## config.mk

```make
export PLATFORM = sky130hd
export DESIGN_NAME = serial_dac_front
export DESIGN_NICKNAME = d
export VERILOG_FILES = /design/src/rtl/sdf_pkg.sv /design/src/rtl/sdf_sync.sv /design/src/rtl/sdf_strobe_qual.sv /design/src/rtl/sdf_shift.sv /design/src/rtl/sdf_hold.sv /design/src/rtl/serial_dac_front.sv
export SDC_FILE = /design/constraint.sdc
export NUM_CORES = 1
export LEC_CHECK = 0
export BUFFER_PORTS_ARGS = -buffer_cell sky130_fd_sc_hd__buf_2
export CORE_UTILIZATION = 59
export DETAILED_ROUTE_END_ITERATION = 16
export PLACE_DENSITY = 0.88
export REMOVE_ABC_BUFFERS = 1
export SLEW_MARGIN = 20
export SYNTH_ARGS = -nofsm -noshare
export SYNTH_HDL_FRONTEND = slang
export SYNTH_SLANG_ARGS = --single-unit
```

## constraint.sdc

```tcl
create_clock -name clk -period 3.34 [get_ports clk]
set_input_delay 1.002 -clock clk [delete_from_list [all_inputs] [get_ports clk]]
set_output_delay 1.002 -clock clk [all_outputs]
set_load 0.02 [all_outputs]
```

## src/rtl/sdf_pkg.sv

```systemverilog
package sdf_pkg;
   localparam int unsigned STROBE_CNT = 4;

   typedef enum logic {
      EDGE_RISE = 1'b0,
      EDGE_FALL = 1'b1
   } edge_kind_e;

   function automatic edge_kind_e edge_of(input int unsigned idx, input int unsigned fall_idx);
      return (idx == fall_idx) ? EDGE_FALL : EDGE_RISE;
   endfunction
endpackage

```

## src/rtl/sdf_sync.sv

```systemverilog
module sdf_sync #(
   parameter int unsigned W      = 1,
   parameter int unsigned STAGES = 2,
   parameter logic [W-1:0] RST_VAL = '0
) (
   input  logic         clk,
   input  logic         rst_n,
   input  logic [W-1:0] d,
   output logic [W-1:0] q
);
   logic [STAGES-1:0][W-1:0] stg;

   always_ff @(posedge clk or negedge rst_n) begin
      if (!rst_n) stg <= {STAGES{RST_VAL}};
      else        stg <= {stg[STAGES-2:0], d};
   end

   assign q = stg[STAGES-1];
endmodule

```

## src/rtl/sdf_strobe_qual.sv

```systemverilog
module sdf_strobe_qual
   import sdf_pkg::*;
#(
   parameter int unsigned N        = STROBE_CNT,
   parameter int unsigned FALL_IDX = 2
) (
   input  logic [N-1:0] lvl,
   input  logic [N-1:0] prev,
   output logic [N-1:0] fire,
   output logic         shift_en
);
   localparam logic [N-1:0] ONE       = 1;
   localparam logic [N-1:0] FALL_BIT  = ONE << FALL_IDX;
   localparam logic [N-1:0] RISE_MASK = ~FALL_BIT;

   for (genvar i = 0; i < N; i++) begin : g_strb
      if (edge_of(i, FALL_IDX) == EDGE_FALL) begin : g_fall
         assign fire[i] = prev[i] & ~lvl[i] & ~|(lvl & RISE_MASK);
      end else begin : g_rise
         localparam logic [N-1:0] PEERS = RISE_MASK & ~(ONE << i);
         assign fire[i] = ~prev[i] & lvl[i] & lvl[FALL_IDX] & ~|(lvl & PEERS);
      end
   end

   assign shift_en = |fire;
endmodule

```

## src/rtl/sdf_shift.sv

```systemverilog
module sdf_shift #(
   parameter int unsigned W = 12
) (
   input  logic         clk,
   input  logic         rst_n,
   input  logic         shift_en,
   input  logic         din,
   output logic [W-1:0] sr_q,
   output logic [W-1:0] sr_next
);
   assign sr_next = shift_en ? {sr_q[W-2:0], din} : sr_q;

   always_ff @(posedge clk or negedge rst_n) begin
      if (!rst_n) sr_q <= '0;
      else        sr_q <= sr_next;
   end
endmodule

```

## src/rtl/sdf_hold.sv

```systemverilog
module sdf_hold #(
   parameter int unsigned W = 12
) (
   input  logic         clk,
   input  logic         arst_n,
   input  logic         load_en,
   input  logic [W-1:0] d,
   output logic [W-1:0] q
);
   always_ff @(posedge clk or negedge arst_n) begin
      if (!arst_n)      q <= '0;
      else if (load_en) q <= d;
   end
endmodule

```

## src/rtl/serial_dac_front.sv

```systemverilog
module serial_dac_front
   import sdf_pkg::*;
#(
   parameter int unsigned WORD_W      = 12,
   parameter int unsigned SYNC_STAGES = 2,
   parameter int unsigned FALL_IDX    = 2
) (
   input  logic                  clk,
   input  logic                  rst_n,
   input  logic [STROBE_CNT-1:0] strobe_i,
   input  logic                  ser_in,
   input  logic                  ld_a_n,
   input  logic                  ld_b_n,
   input  logic                  clr_n,
   output logic                  ser_out,
   output logic [WORD_W-1:0]     dac_code
);
   localparam int unsigned N  = STROBE_CNT;
   localparam int unsigned SW = N + 3;
   localparam logic [SW-1:0] SYNC_RST = {2'b11, {(N + 1){1'b0}}};

   if (WORD_W < 2) begin : g_bad_width
      $error("WORD_W must be at least 2");
   end
   if (SYNC_STAGES < 2) begin : g_bad_sync
      $error("SYNC_STAGES must be at least 2");
   end
   if (FALL_IDX >= N) begin : g_bad_fall
      $error("FALL_IDX must select one of the strobes");
   end

   logic [SW-1:0]     raw_pins, syn_pins;
   logic [N-1:0]      strb_lvl, strb_prev, strb_fire;
   logic              din_s, ld_a_s, ld_b_s;
   logic              shift_en, load_en, hold_arst_n;
   logic [WORD_W-1:0] sr_q, sr_next;

   assign raw_pins = {ld_b_n, ld_a_n, ser_in, strobe_i};

   sdf_sync #(.W(SW), .STAGES(SYNC_STAGES), .RST_VAL(SYNC_RST)) u_sync (
      .clk(clk), .rst_n(rst_n), .d(raw_pins), .q(syn_pins)
   );

   assign strb_lvl = syn_pins[N-1:0];
   assign din_s    = syn_pins[N];
   assign ld_a_s   = syn_pins[N+1];
   assign ld_b_s   = syn_pins[N+2];

   always_ff @(posedge clk or negedge rst_n) begin
      if (!rst_n) strb_prev <= '0;
      else        strb_prev <= strb_lvl;
   end

   sdf_strobe_qual #(.N(N), .FALL_IDX(FALL_IDX)) u_qual (
      .lvl(strb_lvl), .prev(strb_prev), .fire(strb_fire), .shift_en(shift_en)
   );

   sdf_shift #(.W(WORD_W)) u_shift (
      .clk(clk), .rst_n(rst_n), .shift_en(shift_en), .din(din_s),
      .sr_q(sr_q), .sr_next(sr_next)
   );

   assign load_en     = ~ld_a_s & ~ld_b_s;
   assign hold_arst_n = rst_n & clr_n;

   sdf_hold #(.W(WORD_W)) u_hold (
      .clk(clk), .arst_n(hold_arst_n), .load_en(load_en), .d(sr_next), .q(dac_code)
   );

   assign ser_out = sr_q[WORD_W-1];
endmodule

```

# After elaboration in Yosys (flattened, before gate mapping)
# Cells that the tools add are included.
dict set report word_totals {
  register_bits 42
  latch_bits 0
  mem_bits_rw 0
  romBits 0
  input_bits 10
  output_inout_bits 13
  wordCells 34
  memories 0
}
dict set report classes {
  add_sub_neg 0
  multipliers 0
  div 0
  order_cmp 0
  eq_ne 0
  shift 0
  mux 1
  n_bitwise 19
  reduce_logical 9
}
# operator n
set ops {}
lappend ops {{1-bit bitwise AND} 13}
lappend ops {{12-bit two-way mux} 1}
lappend ops {{1-bit NOT} 6}
lappend ops {{2-bit OR reduction} 3}
lappend ops {{1-bit zero test} 4}
lappend ops {{4-bit OR reduction} 1}
lappend ops {{3-bit OR reduction} 1}

# Longest topological paths before layout
dict set report logic_depth {
  depth_word 6
  mapped_depth 5
  ltp_nobuf 4
}

# Cells and area by module
# Synthesis repeated with hierarchy kept, for this count alone.
dict set report unflattened {
  cells_unflattened 85
  area_unflattened_um2 1560.2
}
# module n_inst cells_each area_each_um2
set by_module_without_submodules {}
lappend by_module_without_submodules {sdf_hold 1 25 484.2}
lappend by_module_without_submodules {sdf_shift 1 25 484.2}
lappend by_module_without_submodules {sdf_sync 1 21 407.9}
lappend by_module_without_submodules {serial_dac_front 1 6 110.1}
lappend by_module_without_submodules {sdf_strobe_qual 1 8 73.8}

# Worst setup path after synthesis
# No wires, ideal clock.
dict set report synth_path {
  path_kind {register to output}
  startpoint {register u_hold.q[11]}
  endpoint {output dac_code[11]}
  arrival_ns 0.425
  path_slack_ns 1.913
  path_stages_with_launch 1
  cell_sequence {dfrtp_1}
}
# element line_no
set synth_rtl {}
lappend synth_rtl {{from (decl)} sdf_hold.sv:8} ;# output logic [W-1:0] q
lappend synth_rtl {{from (signal assigned)} sdf_hold.sv:11} ;# if (!arst_n) q <= '0;
lappend synth_rtl {{from (signal assigned)} sdf_hold.sv:12} ;# else if (load_en) q <= d;
lappend synth_rtl {{to (decl)} serial_dac_front.sv:16} ;# output logic [WORD_W-1:0] dac_code
# No word-level cell between the ends.

# Final worst setup path
dict set report layout_path {
  startpoint {register u_hold.q[9]}
  endpoint {output dac_code[9]}
}
# No word-level cell between the ends.

==> reports/qor.yml <==
r2r_slack_ns: 1.43
gr-usage-all-layers: 0.230
worstSetupEndpointType: "output pin"
antenna_found_initial: 0
worstPathCellList: "buf_2"
leakage_nw: 0.909
power.share.switching: 0.278
numCtsBuffers: 5
wl_met1_mm: 1.32
max_cap_viol_count: 0
multi_input_comb_area_sq_um: 567
crit_path_start_kind: "register"
dp_hpwl_mm: 2.01
finalWeightedCongestion: 0.789
first_pass_iters: 5
post_cts_hold_buffer_count: 0
timing.max_slew.rel_slack: 0.518
design_power_total_w: 0.00134
cts-htree-levels: 2
syn_area_per_cell_sq_um: 12.9
mappedNetlistArea_sq_um: 1660
synth-seq-area-share: 0.636
die_height_um: 55.1
timing.setup.tns_ns: 0
clk_pin_slew_worst_paths_ns: 0.13
layout.core_utilization: 0.731
finish.instance_area_sq_um: 1880
peakVddDrop_mv: 0.567
synth_largest_area_cell: "dfrtp_1"
leading_post_synthesis_cells_by_cell_area: "dfrtp_1 57%, mux2_4 7.2%, dfstp_2 6.3%, nand3_1 5.4%, and2_1 3.8%"
p_int_w: 0.000969
layout_setup_ws_ns: 1.41
yosys_warnings: 0
cp_data_required_time_ns: 2.34
clkSinkCount: 42
synth_top_area_share: 0.572
cts-root-buf: "clkbuf_4"
timing.critical_path.to: "dac_code[9]"
power_frac_seq: 0.505
net-switching-power_w: 0.000373
gr-total-overflow: 0
post-route-drc-count: 0
grt_max_degree: 32
synthesis.instances: 129
final_layout_size_suffix_gt1_frac: 0.322
path_buf_inv: 1
postSynthRegisterBits: 42
via_count_of_the_first_global_routing_pass: 1006
final_critical_path_time_including_i_o_delays_and_setup_ns: 1.93
worst_r2r_startpoint: "u_sync.q[1]"
wl_met3_um: 136
top_layer_used: "met4"
p_per_area_nw_per_um2: 715
numPortBuffers: 22
design.final.nets: 161
critPathMaxFanout: 2
layout_common_cells: "38 x dfrtp_1, 22 x buf_2, 18 x nand3_1"
chipWidth_um: 55.1
post_cts.resized_instances: 0
area_delta_synth_final_pct: 13.0
routedWlPerCell_um: 15.8
grt_setup_unrepaired: "false"
cp_num_cells: 1
final-max-slew-violation-count: 0
worst_pin_slew_ns: 0.720
tritoncts: "yes"
placed_inst_area_sq_um: 1770
pre_cts_ws_ns: 1.27
antenna_violation_net_count_after_detailed_routing: 0
std_cell_rows: 18
detail_route.iter0.violations: 45
ff2ff_path_depth: 4
fmax_ghz: 0.518
combinational_share_of_power: 0.198
route.final.wire_length_mm: 2.88
clock_tree.buffer_depth: 2
route.vias.total: 1067
critical_path_data_arrival_time_ns: 0.93
num-fill-cells: 185
netlist-cell-type-count: 26
run_status: "complete, no violations"
startpoint: "u_hold.q[9]"
start_util: 0.647
timing_hold_violations_final: 0
crit_path_max_cell_delay_ns: 0.42
worstReg2RegEnd: "u_hold.q[10]"
report.final.setup_viol: 0
routed-wl-met2_mm: 1.39
critical_path_class: "reg2out"
power_frac_clock: 0.297
worst_path_max_delay_cell: "dfrtp_1"
final_min_period_over_clock_period: 0.578
layout.area.seq_sq_um: 1060
crit_family: "flip-flops"
clock_skew_ns: 0.00728
ioPinCount: 23
core_area_sq_um: 2570
dieArea_sq_um: 3030
worstHoldPathType: "reg2reg"
drt-vias-per-instance: 5.86
wire_length_of_the_first_global_routing_pass_mm: 4.73
clock_insertion_delay_worst_skew_ns: 0.34
mostFrequentLayoutCell: "dfrtp_1"
num_antenna_cells: 0
cts_post_setup_buffers_inserted: 0
power groups by stage:
stage	Combinational, W	Clock, W	Sequential (W)
after detailed placement	0.000266	0	0.000687
after global routing	0.000296	0.000422	0.000691
after CTS	0.000268	0.000403	0.000678
after global placement	0.000256	0	0.000674
after floorplan	0.000135	0	0.000721
final	0.000266	0.000398	0.000677
synthesized netlist by cell type (all sizes together):
cell type,n
nor2,3
mux2,11
a221o,2
buf,5
nand3,18
o21a,2
and3,1
nor2b,1
and2,10
nand2,12
o211ai,2
o21ai,10
dfstp,4
nand4,1
nor3b,3
clkbuf,2
nor3,1
and3b,1
a31oi,1
dfrtp,38
or2,1
worst min-delay path by stage:
stage	slack [ns]	end	from	depth (start not counted)
floorplan	0.33	u_sync.q[0]	u_sync.stg[0]	0
global placement	0.33	u_sync.q[1]	u_sync.stg[1]	0
detailed placement	0.34	u_sync.q[1]	u_sync.stg[1]	0
CTS	0.36	u_sync.q[6]	u_sync.stg[6]	0
global route	0.36	u_sync.q[6]	u_sync.stg[6]	0
finish	0.36	u_sync.q[6]	u_sync.stg[6]	0
through the flow:
stage	hold WS (ns)	std cells
2_1_floorplan	0.331	122
4_1_cts	0.363	182
3_5_place_dp	0.339	174
3_3_place_gp	0.332	174
5_1_grt	0.362	182
6_report	0.362	182
layer usage:
| layer | vias to the layer above | GRT usage |
|---|---|---|
| li1 | 496 | - |
| met1 | 527 | 0.308 |
| met5 | - | 0 |
| met4 | 0 | 0.0750 |
| met3 | 6 | 0.0601 |
| met2 | 38 | 0.367 |
cell type report:
type | count | area share
sequential | 42 | 0.563
multi-input combinational | 80 | 0.302
timing repair buffer | 22 | 0.0587
clock inverter | 3 | 0.0367
clock buffer | 5 | 0.0200
tap | 30 | 0.0200
sequential cells by signal, indices dropped and copies added (netlist names):
signal        count
u_hold.q         12
strb_prev         4
u_sync.stg        7
u_shift.sr_q     12
u_sync.q          7
cells by family (layout without fill, tap and decap cells):
kind of cell	after synthesis	count (layout)	share of synthesized area
muxes	11	11	0.0926
DFF	42	42	0.636
and+or+nand+nor	52	52	0.175
AOI/OAI and AO/OA	17	17	0.0730
buffers and inverters	7	30	0.0233
(Power assumes the default switching activity.)
